[src/rtl/ppio_pkg.sv]
// Shared types for the parallel port controller.
// Assumes command bytes are at least 8 bits wide.
package ppio_pkg;
    typedef enum logic [1:0] {
        MD_OUT   = 2'd0,
        MD_IN    = 2'd1,
        MD_BIDIR = 2'd2,
        MD_BIT   = 2'd3
    } mode_e;

    typedef enum logic [1:0] {
        CF_IDLE = 2'd0,
        CF_DIR  = 2'd1,
        CF_MASK = 2'd2
    } cfg_e;

    localparam logic [1:0] TAG_MODE = 2'b11;
    localparam logic [1:0] TAG_IEN  = 2'b01;
    localparam int MODE_HI  = 7;
    localparam int MODE_LO  = 6;
    localparam int RULE_BIT = 5;
    localparam int LVL_BIT  = 4;
    localparam int IEN_BIT  = 7;
endpackage

[src/rtl/ppio_match.sv]
// Bit-control match detector. Watches only bits that are both inputs
// and selected in the watch mask; assumes the masks are stable inputs.
module ppio_match #(
    parameter int W = 8
) (
    input  logic [W-1:0] pins,
    input  logic [W-1:0] dir_mask,
    input  logic [W-1:0] mon_mask,
    input  logic         use_and,
    input  logic         act_high,
    output logic         hit
);
    logic [W-1:0] watch;
    logic [W-1:0] act;

    // Evaluate the all/any rule over active-level watched inputs.
    always_comb begin
        watch = mon_mask & dir_mask;
        act   = act_high ? pins : ~pins;
        hit   = (|watch) && (use_and ? ((act & watch) == watch) : (|(act & watch)));
    end
endmodule

[src/rtl/ppio_port.sv]
// One port: mode and mask registers, data latches, ready flags for the
// output and input directions, strobe edge detection and interrupt flag.
// Assumes strobes are synchronous to clk and bus strobes last one cycle.
module ppio_port
    import ppio_pkg::*;
#(
    parameter int W        = 8,
    parameter bit BIDIR_OK = 1'b1
) (
    input  logic         clk,
    input  logic         rst_n,
    input  logic         lock_hs,
    input  logic         wr_data,
    input  logic         wr_cmd,
    input  logic         rd_data,
    input  logic [W-1:0] wdata,
    input  logic [W-1:0] pins_in,
    input  logic         out_stb_n,
    input  logic         in_stb_n,
    output logic [W-1:0] pins_out,
    output logic [W-1:0] pins_oe,
    output logic [W-1:0] rd_val,
    output logic         rdy_o,
    output logic         rdy_i,
    output logic         irq,
    output mode_e        mode
);
    logic [W-1:0] out_latch, in_latch, dir_mask, mon_mask;
    logic         use_and, act_high, ien;
    cfg_e         cfg;
    logic         ostb_q, istb_q, hit, hit_q;
    logic         bidir_allow;
    mode_e        new_mode;
    logic         mode_ok, ien_wr, uses_out, uses_in;
    logic         o_done, i_done, m_rise;

    // Parameter picks whether this port may enter bidirectional mode.
    if (BIDIR_OK) begin : g_bidir
        assign bidir_allow = 1'b1;
    end else begin : g_nobidir
        assign bidir_allow = 1'b0;
    end

    ppio_match #(.W(W)) u_match (
        .pins     (pins_in),
        .dir_mask (dir_mask),
        .mon_mask (mon_mask),
        .use_and  (use_and),
        .act_high (act_high),
        .hit      (hit)
    );

    // Decode command writes and handshake events.
    always_comb begin
        new_mode = mode_e'(wdata[MODE_HI:MODE_LO]);
        mode_ok  = wr_cmd && (cfg == CF_IDLE) && (wdata[1:0] == TAG_MODE)
                   && !(new_mode == MD_BIDIR && !bidir_allow)
                   && !(lock_hs && new_mode != MD_BIT);
        ien_wr   = wr_cmd && (cfg == CF_IDLE) && (wdata[1:0] == TAG_IEN);
        uses_out = (mode == MD_OUT) || (mode == MD_BIDIR);
        uses_in  = (mode == MD_IN)  || (mode == MD_BIDIR);
        o_done   = uses_out && out_stb_n && !ostb_q;
        i_done   = uses_in  && in_stb_n  && !istb_q;
        m_rise   = (mode == MD_BIT) && hit && !hit_q;
    end

    // Mode word, follow-on masks and interrupt enable.
    always_ff @(posedge clk) begin
        if (!rst_n) begin
            mode     <= MD_IN;
            use_and  <= 1'b0;
            act_high <= 1'b0;
            ien      <= 1'b0;
            dir_mask <= '1;
            mon_mask <= '0;
            cfg      <= CF_IDLE;
        end else if (wr_cmd) begin
            if (cfg == CF_DIR) begin
                dir_mask <= wdata;
                cfg      <= CF_MASK;
            end else if (cfg == CF_MASK) begin
                mon_mask <= wdata;
                cfg      <= CF_IDLE;
            end else if (mode_ok) begin
                mode     <= new_mode;
                use_and  <= wdata[RULE_BIT];
                act_high <= wdata[LVL_BIT];
                cfg      <= (new_mode == MD_BIT) ? CF_DIR : CF_IDLE;
            end else if (ien_wr) begin
                ien <= wdata[IEN_BIT];
            end
        end
    end

    // Data latches: output on host write, input while the strobe is low.
    always_ff @(posedge clk) begin
        if (!rst_n) begin
            out_latch <= '0;
            in_latch  <= '0;
        end else begin
            if (wr_data) out_latch <= wdata;
            if (uses_in && !in_stb_n) in_latch <= pins_in;
        end
    end

    // Previous strobe and match samples for edge detection.
    always_ff @(posedge clk) begin
        if (!rst_n) begin
            ostb_q <= 1'b1;
            istb_q <= 1'b1;
            hit_q  <= 1'b0;
        end else begin
            ostb_q <= out_stb_n;
            istb_q <= in_stb_n;
            hit_q  <= hit && (mode == MD_BIT);
        end
    end

    // Ready flags for the output and input directions.
    always_ff @(posedge clk) begin
        if (!rst_n) begin
            rdy_o <= 1'b0;
            rdy_i <= 1'b0;
        end else if (mode_ok) begin
            rdy_o <= 1'b0;
            rdy_i <= (new_mode == MD_IN) || (new_mode == MD_BIDIR);
        end else begin
            if (wr_data && uses_out) rdy_o <= 1'b1;
            else if (o_done)         rdy_o <= 1'b0;
            if (rd_data && uses_in)  rdy_i <= 1'b1;
            else if (i_done)         rdy_i <= 1'b0;
        end
    end

    // Interrupt request: set by events, cleared by data access or disable.
    always_ff @(posedge clk) begin
        if (!rst_n) begin
            irq <= 1'b0;
        end else if (ien && (o_done || i_done || m_rise)) begin
            irq <= 1'b1;
        end else if (wr_data || rd_data || (ien_wr && !wdata[IEN_BIT])) begin
            irq <= 1'b0;
        end
    end

    // Pin drive and read-back value per mode.
    always_comb begin
        pins_out = out_latch;
        case (mode)
            MD_OUT:   pins_oe = '1;
            MD_BIDIR: pins_oe = {W{!out_stb_n}};
            MD_BIT:   pins_oe = ~dir_mask;
            default:  pins_oe = '0;
        endcase
        case (mode)
            MD_OUT:  rd_val = out_latch;
            MD_BIT:  rd_val = (pins_in & dir_mask) | (out_latch & ~dir_mask);
            default: rd_val = in_latch;
        endcase
    end
endmodule

[src/rtl/ppio_ctrl.sv]
// Top of the dual parallel port controller. Decodes the register bus,
// instantiates both ports and routes port B's handshake pair to port A
// while port A is bidirectional. Assumes single-cycle rd/wr strobes.
module ppio_ctrl
    import ppio_pkg::*;
#(
    parameter int W = 8
) (
    input  logic         clk,
    input  logic         rst_n,
    input  logic         cs,
    input  logic         wr,
    input  logic         rd,
    input  logic         sel_port,
    input  logic         sel_cmd,
    input  logic [W-1:0] wdata,
    output logic [W-1:0] rdata,
    input  logic [W-1:0] a_in,
    output logic [W-1:0] a_out,
    output logic [W-1:0] a_oe,
    input  logic         a_stb_n,
    output logic         a_rdy,
    input  logic [W-1:0] b_in,
    output logic [W-1:0] b_out,
    output logic [W-1:0] b_oe,
    input  logic         b_stb_n,
    output logic         b_rdy,
    output logic         irq_a,
    output logic         irq_b
);
    logic         wd_a, wc_a, rd_a, wd_b, wc_b, rd_b;
    logic         a_bidir, a_in_stb_n, b_hs_stb_n;
    logic         a_rdy_o, a_rdy_i, b_rdy_o, b_rdy_i;
    logic [W-1:0] a_val, b_val;
    mode_e        a_mode, b_mode;

    // Register bus decode into per-port strobes.
    always_comb begin
        wd_a = cs && wr && !sel_cmd && !sel_port;
        wc_a = cs && wr &&  sel_cmd && !sel_port;
        rd_a = cs && rd && !sel_cmd && !sel_port;
        wd_b = cs && wr && !sel_cmd &&  sel_port;
        wc_b = cs && wr &&  sel_cmd &&  sel_port;
        rd_b = cs && rd && !sel_cmd &&  sel_port;
    end

    // Handshake pin routing between the two ports.
    always_comb begin
        a_bidir    = (a_mode == MD_BIDIR);
        a_in_stb_n = a_bidir ? b_stb_n : a_stb_n;
        b_hs_stb_n = a_bidir ? 1'b1 : b_stb_n;
        a_rdy      = a_rdy_o || (a_rdy_i && !a_bidir);
        b_rdy      = a_bidir ? a_rdy_i : (b_rdy_o || b_rdy_i);
        rdata      = (cs && rd && !sel_cmd) ? (sel_port ? b_val : a_val) : '0;
    end

    ppio_port #(.W(W), .BIDIR_OK(1'b1)) u_port_a (
        .clk(clk), .rst_n(rst_n), .lock_hs(1'b0),
        .wr_data(wd_a), .wr_cmd(wc_a), .rd_data(rd_a), .wdata(wdata),
        .pins_in(a_in), .out_stb_n(a_stb_n), .in_stb_n(a_in_stb_n),
        .pins_out(a_out), .pins_oe(a_oe), .rd_val(a_val),
        .rdy_o(a_rdy_o), .rdy_i(a_rdy_i), .irq(irq_a), .mode(a_mode)
    );

    ppio_port #(.W(W), .BIDIR_OK(1'b0)) u_port_b (
        .clk(clk), .rst_n(rst_n), .lock_hs(a_bidir),
        .wr_data(wd_b), .wr_cmd(wc_b), .rd_data(rd_b), .wdata(wdata),
        .pins_in(b_in), .out_stb_n(b_hs_stb_n), .in_stb_n(b_hs_stb_n),
        .pins_out(b_out), .pins_oe(b_oe), .rd_val(b_val),
        .rdy_o(b_rdy_o), .rdy_i(b_rdy_i), .irq(irq_b), .mode(b_mode)
    );
endmodule

[config.mk]
export PLATFORM = sky130hd
export DESIGN_NAME = ppio_ctrl
export DESIGN_NICKNAME = d
export VERILOG_FILES = /design/src/rtl/ppio_pkg.sv /design/src/rtl/ppio_match.sv /design/src/rtl/ppio_port.sv /design/src/rtl/ppio_ctrl.sv
export SDC_FILE = /design/constraint.sdc
export NUM_CORES = 1
export LEC_CHECK = 0
export BUFFER_PORTS_ARGS = -buffer_cell sky130_fd_sc_hd__buf_2
export CORE_MARGIN = 4
export CORE_UTILIZATION = 52
export CTS_CLUSTER_SIZE = 16
export DETAILED_ROUTE_END_ITERATION = 7
export GPL_TIMING_DRIVEN = 0
export PLACE_DENSITY = 0.86
export SYNTH_ARGS = -nofsm -noshare
export SYNTH_HDL_FRONTEND = slang
export SYNTH_SLANG_ARGS = --single-unit
[constraint.sdc]
create_clock -name clk -period 1.7 [get_ports clk]
set_input_delay 0.425 -clock clk [delete_from_list [all_inputs] [get_ports clk]]
set_output_delay 0.425 -clock clk [all_outputs]
set_load 0.005 [all_outputs]
==> impl_metrics.env, run 1 <==
export IMPL_grt_max_degree=17
export IMPL_wl_met2_microns=8690
export IMPL_yosysSeqAreaShare=0.359
export IMPL_synthToLayoutAreaGrowth_pct=36.9
export IMPL_syn_avg_cell_area_sq_um=7.69
export IMPL_layout_drive_gt1_share=0.316
export IMPL_synth_top_cell_by_area="dfxtp_1"
export IMPL_synth_edf_count=0
export IMPL_wire_per_inst_microns=20.8
export IMPL_grt_pass1_vias=5038
export IMPL_fin_nets=810
export IMPL_cts_path_max_buffers=2
export IMPL_powerDensity_nw_per_um2=622
export IMPL_crit_type="reg -> out"
export IMPL_critPathTopFamily="compound AO/OA/AOI/OAI gates"
export IMPL_dpl_cell_area_sq_um=5550
export IMPL_ys_flop_type="dfxtp_1"
export IMPL_asyncSetResetFlopFracSynth=0
export IMPL_num_antenna_cells=0
export IMPL_syn_nets=693
export IMPL_holdCritPathClass="in -> reg"
export IMPL_clk_pin_slew_ns=0.10
export IMPL_cp_max_fo=8
export IMPL_via_per_inst=6.24
export IMPL_met1_length_microns=7590
export IMPL_violations="setup timing"
export IMPL_synth_area_leaders="dfxtp_1, nand2_1, a21boi_0, nand3_1, a21oi_1"
export IMPL_synth_distinct_cells=51
export IMPL_pin_count=77
export IMPL_gp_congestion=0.970
export IMPL_numPortBuffers=69
export IMPL_clock_sinks=89
export IMPL_fin_area_sq_um=6790
export IMPL_path_buf_inv=1
export IMPL_wl_met3_microns=1720
export IMPL_cts_hold_buffers_added=0
export IMPL_cts_buffers=9
export IMPL_cpPeakStageDelay_ns=0.40
export IMPL_clock_fmax_mhz=437
export IMPL_hpwl_microns=12300
export IMPL_vias=5587
export IMPL_min_period_over_period=1.35
export IMPL_yosys_area_top_type_share=0.359
export IMPL_remaining_drc_errors=0
export IMPL_fp_dieH_microns=106
export IMPL_grt_use_total=0.310
export IMPL_finalClockSkew_ns=0.0116
export IMPL_setup_viol=33
export IMPL_drtPass1Iterations=5
export IMPL_cp_end_kind="output pin"
export IMPL_rsz0062_at_grt="true"
export IMPL_rows=35
export IMPL_cts_root_buf="clkbuf_8"
export IMPL_peakVddDrop_uv=375
export IMPL_p_leak_uw=0.00260
export IMPL_htreeDepth=3
export IMPL_postRouteAntennaNets=0
export IMPL_clock_latency_ns=0.37
export IMPL_ys_seq_elements=89
export IMPL_grt_pass1_wl_microns=27100
export IMPL_routed_top_layer="met4"
export IMPL_die_area_sq_um=11200
export IMPL_drt_wl_total_microns=18600
export IMPL_utilization=0.732
export IMPL_maxSlewViolCount=0
export IMPL_grt_ovfl_total=0
export IMPL_place_ws_ns=-0.433
export IMPL_status="complete, but fails checks"
export IMPL_cp_start_kind="register"
export IMPL_path_cells="ha_4 -> nor2b_4 -> o21ai_1 -> a21oi_1 -> a21oi_2 -> o22ai_2 -> buf_2"
export IMPL_fillers=649
export IMPL_relSlewSlack=0.306
export IMPL_cp_arrival_ns=1.86
export IMPL_drv_cap=0
export IMPL_synth_area_sq_um=4960
export IMPL_core_area_sq_um=9280
export IMPL_first_iter_violations=579
export IMPL_cts_tree="built"
export IMPL_yosysWarnings=0
export IMPL_finalHoldViolCount=0
export IMPL_antenna_found_initial=0
export IMPL_synthCells=645
export IMPL_die_w_microns=106
export IMPL_fin_tns_setup_ns=-12.26
export IMPL_critPathSlowestCell="dfxtp_4"
export IMPL_worstPathRequired_ns=1.27
export IMPL_tightest_slew_ns=1.03
export IMPL_layout_min_cycle_time_ns=2.29
export IMPL_start_util=0.534
export IMPL_setup_ws_ns=-0.587
path summary, 6_finish.rpt:
path,startpoint,cells after the start,slack (ns),to
worst max-delay path,u_port_b.mode[1],7,-0.59,rdata[3]
worst min-delay path,b_in[5],3,0.35,u_port_b.in_latch[5]
worst max register to register,u_port_a.mode[1],9,-0.11,u_port_b.mode[1]
worst min register to register,u_port_b.hit_q,1,0.44,u_port_b.irq
where the power goes:
| group | internal (uW) | switching, uW |
|---|---|---|
| clock | 741 | 851 |
| combinational | 191 | 299 |
| sequential | 2110 | 30.2 |
| total | 3040 | 1180 |
sequential cells by signal, summed over array words and instances, names as in the netlist, 2 cells and up:
signal,flops
u_port_b.in_latch,8
u_port_a.pins_out,8
u_port_b.mon_mask,8
u_port_b.cfg,2
u_port_a.mon_mask,8
u_port_b.pins_out,8
u_port_a.cfg,2
u_port_b.mode,2
u_port_b.dir_mask,8
u_port_a.dir_mask,8
u_port_a.in_latch,8
u_port_a.mode,2
area by class of cell:
| cell class | instances | area, sq um | share of cell area |
|---|---|---|---|
| well taps | 129 | 161 | 0.0238 |
| inverters | 17 | 88.8 | 0.0131 |
| clock inverters | 6 | 75.1 | 0.0111 |
| plain buffers | 33 | 213 | 0.0313 |
| clock buffers | 10 | 138 | 0.0203 |
| repair buffers | 108 | 741 | 0.109 |
| multi-input cells | 503 | 3560 | 0.525 |
| flip-flops and latches | 89 | 1800 | 0.266 |
| repair inverters | 1 | 6.26 | 0.000921 |
cell usage in the layout, fill, tap and decap left out, types with 6 or more instances in the layout:
master    instances
dfxtp_1          83
and2_1            6
buf_4            23
nor2b_1          14
buf_6            13
o22ai_1          14
a21oi_1          15
dfxtp_4           6
nand3_1          70
ha_1              9
a21boi_1         13
clkbuf_1         19
nor2_1           19
xor2_1            6
buf_2            73
a21oi_2          18
nand4_1           6
clkbuf_8         10
a21boi_0         41
inv_1            10
a21oi_4          11
o21ai_0          13
nand2b_1          7
nand2_1         133
cell usage after synthesis, types with 8 or more instances:
cell type and n:
inv_1 16, a21bo_2 8, clkbuf_1 26, nor2_1 22, a21boi_0 55, nand3_1 73
o22ai_1 17, buf_2 8, ha_1 15, a21oi_1 44, nor2b_1 22, dfxtp_1 89
xnor2_1 9, nand2b_1 10, nand2_1 135, o21ai_0 19
stage by stage:
stage               hold WS [ns]  total power [uW]  instances
finish                     0.348              4220        896
detailed placement         0.422              2570        843
global placement           0.405              2560        843
global route               0.369              4330        896
CTS                        0.348              4130        883
floorplan                  0.398              2390        645
worst min-delay path, stage by stage:
cell and delay (ns):
buf_2 0.14, nand2_1 0.07, a21boi_1 0.05
kinds of logic after synthesis:
| kind of cell | count (synthesis) | share of synthesized area |
|---|---|---|
| DFF | 89 | 0.359 |
| and+or+nand+nor | 295 | 0.282 |
| muxes | 6 | 0.0121 |
| adders and majority gates | 15 | 0.0378 |
| AOI/OAI and AO/OA | 171 | 0.236 |
| xor gates and xnor gates | 16 | 0.0298 |
| buffers and inverters | 53 | 0.0436 |
metal layers:
layer  GRT usage  up-vias
met4       0.106        0
met1       0.418     2702
met3      0.0637       50
met2       0.494      332
li1            -     2503
met5           0        -
what timing repair did:
item / CTS / global route
endpoints found under the setup margin: 47 / 60
resized for setup: 87 / 92
endpoints found under the hold margin: 0 / 0
pin swaps: 32 / 29
cloned: 5 / 1
setup buffers: 21 / 13
No activity file was read; power rests on OpenSTA's default activity.
==> inputs of run 2 (changes only) <==
==> constraint.sdc (replaced) <==
create_clock -name clk -period 1.7 [get_ports clk]
set_input_delay 0.425 -clock clk [delete_from_list [all_inputs] [get_ports clk]]
set_output_delay 0.425 -clock clk [all_outputs]
set_load 0.1 [all_outputs]
==> impl_metrics.env, run 2 (synthesis gave the netlist of run 1 again) <==
export IMPL_cp_end_kind="output pin"
export IMPL_core_area_sq_um=9280
export IMPL_powerDensity_nw_per_um2=616
export IMPL_start_util=0.534
export IMPL_status="complete, but fails checks"
export IMPL_cp_start_kind="register"
export IMPL_grt_ovfl_total=0
export IMPL_ff2ff_setup_slack_ns=-0.19
export IMPL_drt_wl_total_microns=22300
export IMPL_antenna_found_initial=0
export IMPL_fin_nets=804
export IMPL_cp_arrival_ns=2.06
export IMPL_grt_pass1_vias=5730
export IMPL_clock_sinks=89
export IMPL_grt_pass1_wl_microns=29700
export IMPL_final_cell_mix="nand2_1, dfxtp_1, nand3_1"
export IMPL_rsz0062_at_grt="true"
export IMPL_layout_commonest_cell="nand2_1"
export IMPL_violations="setup timing"
export IMPL_grt_use_total=0.336
export IMPL_vias=6093
export IMPL_wire_per_inst_microns=25.1
export IMPL_layout_drive_gt1_share=0.360
export IMPL_synthToLayoutAreaGrowth_pct=47.4
export IMPL_relSlewSlack=0.191
export IMPL_drtPass1Iterations=6
export IMPL_setup_viol=47
export IMPL_hold_slack_ns=0.341
export IMPL_numPortBuffers=69
export IMPL_remaining_drc_errors=0
export IMPL_crit_type="reg -> out"
export IMPL_rows=35
export IMPL_cts_root_buf="clkbuf_8"
export IMPL_clock_latency_ns=0.37
export IMPL_r2r_end="u_port_a.rdy_i"
export IMPL_via_per_inst=6.85
export IMPL_maxSlewViolCount=0
export IMPL_fillers=565
export IMPL_num_antenna_cells=0
export IMPL_setup_ws_ns=-0.787
export IMPL_worstPathRequired_ns=1.27
export IMPL_p_leak_uw=0.00268
export IMPL_cts_hold_buffers_added=0
export IMPL_cts_buffers=9
export IMPL_grt_max_degree=16
export IMPL_pin_count=77
export IMPL_layout_min_cycle_time_ns=2.49
export IMPL_r2r_start="u_port_a.mode[1]"
export IMPL_cts_path_max_buffers=2
export IMPL_fp_dieH_microns=106
export IMPL_clk_pin_slew_ns=0.10
export IMPL_hpwl_microns=12300
export IMPL_clock_fmax_mhz=402
export IMPL_rr_worst_depth=10
export IMPL_gp_congestion=0.983
export IMPL_cts_tree="built"
export IMPL_crit_end="rdata[3]"
export IMPL_postRouteAntennaNets=0
export IMPL_holdCritPathClass="in -> reg"
export IMPL_cp_max_fo=10
export IMPL_finalHoldViolCount=0
export IMPL_finalClockSkew_ns=0.0126
export IMPL_min_period_over_period=1.46
export IMPL_htreeDepth=3
export IMPL_die_w_microns=106
export IMPL_tightest_slew_ns=1.20
export IMPL_critPathLaunch="u_port_a.mode[0]"
export IMPL_die_area_sq_um=11200
export IMPL_peakVddDrop_uv=473
export IMPL_first_iter_violations=809
export IMPL_drv_cap=0
export IMPL_fin_tns_setup_ns=-17.64
## run 2: how the worst min path moves through the flow
stage          slack [ns]            from  depth (start not counted)                    to
2_1_floorplan        0.40  u_port_b.hit_q                          1          u_port_b.irq
3_3_place_gp         0.41  u_port_b.hit_q                          1          u_port_b.irq
3_5_place_dp         0.42  u_port_b.hit_q                          1          u_port_b.irq
4_1_cts              0.34         b_in[1]                          3  u_port_b.in_latch[1]
5_1_grt              0.35         b_in[0]                          3  u_port_b.in_latch[0]
6_report             0.34         a_in[3]                          3  u_port_a.in_latch[3]
## run 2: through the flow
step / power (uW) / area [sq um] / instances / setup WS (ns) / util
floorplan: 2570 / 5360 / 645 / -0.824 / -
finish: 4510 / 7310 / 890 / -0.787 / 0.788
global placement: 2730 / 5870 / 843 / -1.06 / 0.632
detailed placement: 2750 / 5870 / 843 / -1.07 / 0.632
CTS: 4400 / 6920 / 874 / -0.690 / 0.745
global route: 4610 / 7310 / 890 / -0.874 / 0.788
## run 2: routing by layer
metal	wire length [microns]	vias up	part of all wire	track usage
li1	-	2487	-	-
met1	7300	2807	0.33	0.367
met2	10500	561	0.47	0.581
met3	2290	238	0.10	0.0729
met4	2280	0	0.10	0.224
met5	0	-	0	0
## run 2: final cells by class
| cell class | instances | area (sq um) | share of cell area |
|---|---|---|---|
| clock buffer | 10 | 128 | 0.0175 |
| clock inverter | 6 | 91.3 | 0.0125 |
| buffer | 33 | 238 | 0.0325 |
| timing repair buffer | 103 | 1030 | 0.141 |
| sequential | 89 | 1790 | 0.245 |
| tap | 129 | 161 | 0.0221 |
| multi-input combinational | 503 | 3790 | 0.519 |
| inverter | 17 | 73.8 | 0.0101 |
## run 2: critical path, cell delays in order (launching register included)
cell     delay, ns
dfxtp_4       0.38
inv_4         0.07
ha_4          0.34
buf_8         0.17
a21oi_2       0.06
a21oi_2       0.30
o22ai_4       0.16
buf_12        0.20
## run 2: report_power, final
| group | switching (uW) | total, uW | leakage (uW) | internal (uW) |
|---|---|---|---|---|
| clock | 798 | 1640 | 0.000111 | 837 |
| sequential | 33.3 | 2150 | 0.000723 | 2120 |
| combinational | 490 | 721 | 0.00185 | 231 |
## run 2: timing repair
item	CTS	global route
pin swaps	18	25
setup endpoints to repair	48	69
gates cloned	0	1
gates resized for setup	185	90
setup buffers	18	16
==> inputs of run 3 (changes only) <==
==> constraint.sdc (replaced) <==
create_clock -name clk -period 2 [get_ports clk]
set_input_delay 0.5 -clock clk [delete_from_list [all_inputs] [get_ports clk]]
set_output_delay 0.5 -clock clk [all_outputs]
set_load 0.1 [all_outputs]
==> impl_metrics.env, run 3 (synthesis gave the netlist of run 1 again) <==
export IMPL_status="complete, but fails checks"
export IMPL_violations="setup timing"
export IMPL_cts_buffers=9
export IMPL_die_area_sq_um=11200
export IMPL_drtPass1Iterations=6
export IMPL_layout_commonest_cell="nand2_1"
export IMPL_core_area_sq_um=9280
export IMPL_clock_latency_ns=0.36
export IMPL_drv_cap=0
export IMPL_grt_pass1_vias=5677
export IMPL_wl_met2_microns=9670
export IMPL_cts_hold_buffers_added=0
export IMPL_cts_path_max_buffers=2
export IMPL_final_cell_mix="nand2_1, dfxtp_1, nand3_1"
export IMPL_path_cells="ha_4 -> nor2b_4 -> o21ai_0 -> a21oi_1 -> a21oi_2 -> o22ai_4 -> buf_12"
export IMPL_cp_arrival_ns=2.11
export IMPL_wl_met3_microns=1880
export IMPL_antenna_found_initial=0
export IMPL_layout_drive_gt1_share=0.327
export IMPL_relSlewSlack=0.264
export IMPL_layout_min_cycle_time_ns=2.61
export IMPL_met1_length_microns=6940
export IMPL_finalNonFillerCells=888
export IMPL_maxSlewViolCount=0
export IMPL_ff2ff_setup_slack_ns=0
export IMPL_grt_ovfl_total=0
export IMPL_start_util=0.534
export IMPL_critPathTopFamily="compound AO/OA/AOI/OAI gates"
export IMPL_finalHoldViolCount=0
export IMPL_clock_sinks=89
export IMPL_critPathSlowestCell="dfxtp_4"
export IMPL_fin_nets=802
export IMPL_clock_fmax_mhz=384
export IMPL_gp_congestion=0.979
export IMPL_grt_pass1_wl_microns=29900
export IMPL_hold_slack_ns=0.442
export IMPL_die_w_microns=106
export IMPL_worstPathRequired_ns=1.50
export IMPL_vias=5813
export IMPL_peakVddDrop_uv=372
export IMPL_routed_top_layer="met4"
export IMPL_remaining_drc_errors=0
export IMPL_p_leak_uw=0.00260
export IMPL_rsz0062_at_grt="true"
export IMPL_cts_root_buf="clkbuf_8"
export IMPL_synthToLayoutAreaGrowth_pct=44.4
export IMPL_grt_use_total=0.344
export IMPL_cp_max_fo=6
export IMPL_place_inst=843
export IMPL_first_iter_violations=617
export IMPL_cts_tree="built"
export IMPL_powerDensity_nw_per_um2=522
export IMPL_finalClockSkew_ns=0.00696
export IMPL_cp_end_kind="output pin"
export IMPL_drt_wl_total_microns=20300
export IMPL_setup_viol=27
export IMPL_htreeDepth=3
export IMPL_tightest_slew_ns=1.10
export IMPL_rows=35
export IMPL_fp_dieH_microns=106
export IMPL_path_buf_inv=1
export IMPL_holdCritPathClass="in -> reg"
export IMPL_setup_ws_ns=-0.607
export IMPL_pin_count=77
export IMPL_utilization=0.772
export IMPL_via_per_inst=6.55
export IMPL_postRouteAntennaNets=0
export IMPL_min_period_over_period=1.30
export IMPL_crit_type="reg -> out"
export IMPL_hpwl_microns=12200
export IMPL_cp_start_kind="register"
export IMPL_num_antenna_cells=0
export IMPL_wire_per_inst_microns=22.9
export IMPL_numPortBuffers=69
export IMPL_grt_max_degree=15
export IMPL_cpPeakStageDelay_ns=0.39
export IMPL_clk_pin_slew_ns=0.09
run 3: cell types whose count changed in the layout (fill, tap and decap cells not counted), moves of 4 or more:
cell / previous run / this run
a21boi_0: 37 / 55
a21boi_1: 16 / 0
xnor2_2: 5 / 0
xnor2_1: 3 / 9
buf_4: 26 / 20
nand2_1: 129 / 133
run 3: power breakdown:
group          switching (uW)  total (uW)  internal, uW
Clock                     695        1340           648
Combinational             394         571           177
Sequential               26.0        1820          1800
Total                    1110        3740          2620
run 3: timing repair:
action / CTS / global route
gates cloned: 1 / 0
gates resized for setup: 174 / 50
buffers inserted: 19 / 15
endpoints found under the setup margin: 42 / 43
pin swaps: 15 / 18
run 3: per-layer routing:
layer  up-vias  global-route usage
li1       2475                   -
met1      2722               0.375
met2       452               0.577
met3       164              0.0876
met4         0               0.247
met5         -                   0
run 3: final timing paths:
check | from | endpoint | depth (start not counted)
setup reg to reg | u_port_a.mode[1] | u_port_a.in_latch[3] | 9
setup / recovery | u_port_b.mode[1] | rdata[4] | 7
hold / removal | b_in[3] | u_port_b.in_latch[3] | 3
hold reg to reg | u_port_b.hit_q | u_port_b.irq | 1
run 3: layout make-up:
| class | instances | area (sq um) |
|---|---|---|
| Buffer | 33 | 221 |
| Clock buffer | 12 | 155 |
| Clock inverter | 4 | 51.3 |
| Fill cell | 560 | 2120 |
| Inverter | 17 | 73.8 |
| Multi-Input combinational cell | 503 | 3650 |
| Sequential cell | 89 | 1790 |
| Tap cell | 129 | 161 |
| Timing Repair Buffer | 101 | 1050 |
run 3: worst min-delay path: stages:
cell and delay, ns:
buf_2 0.13, nand2_1 0.06, a21boi_0 0.07
run 3: through the flow:
stage / area (sq um) / total power, uW / setup TNS [ns] / worst slack [ns]
floorplan: 5350 / 2180 / -5.45 / -0.624
global placement: 5850 / 2320 / -10.96 / -0.917
detailed placement: 5850 / 2330 / -13.09 / -1.02
CTS: 6840 / 3650 / -8.83 / -0.458
global route: 7160 / 3800 / -11.01 / -0.644
finish: 7160 / 3740 / -10.40 / -0.607
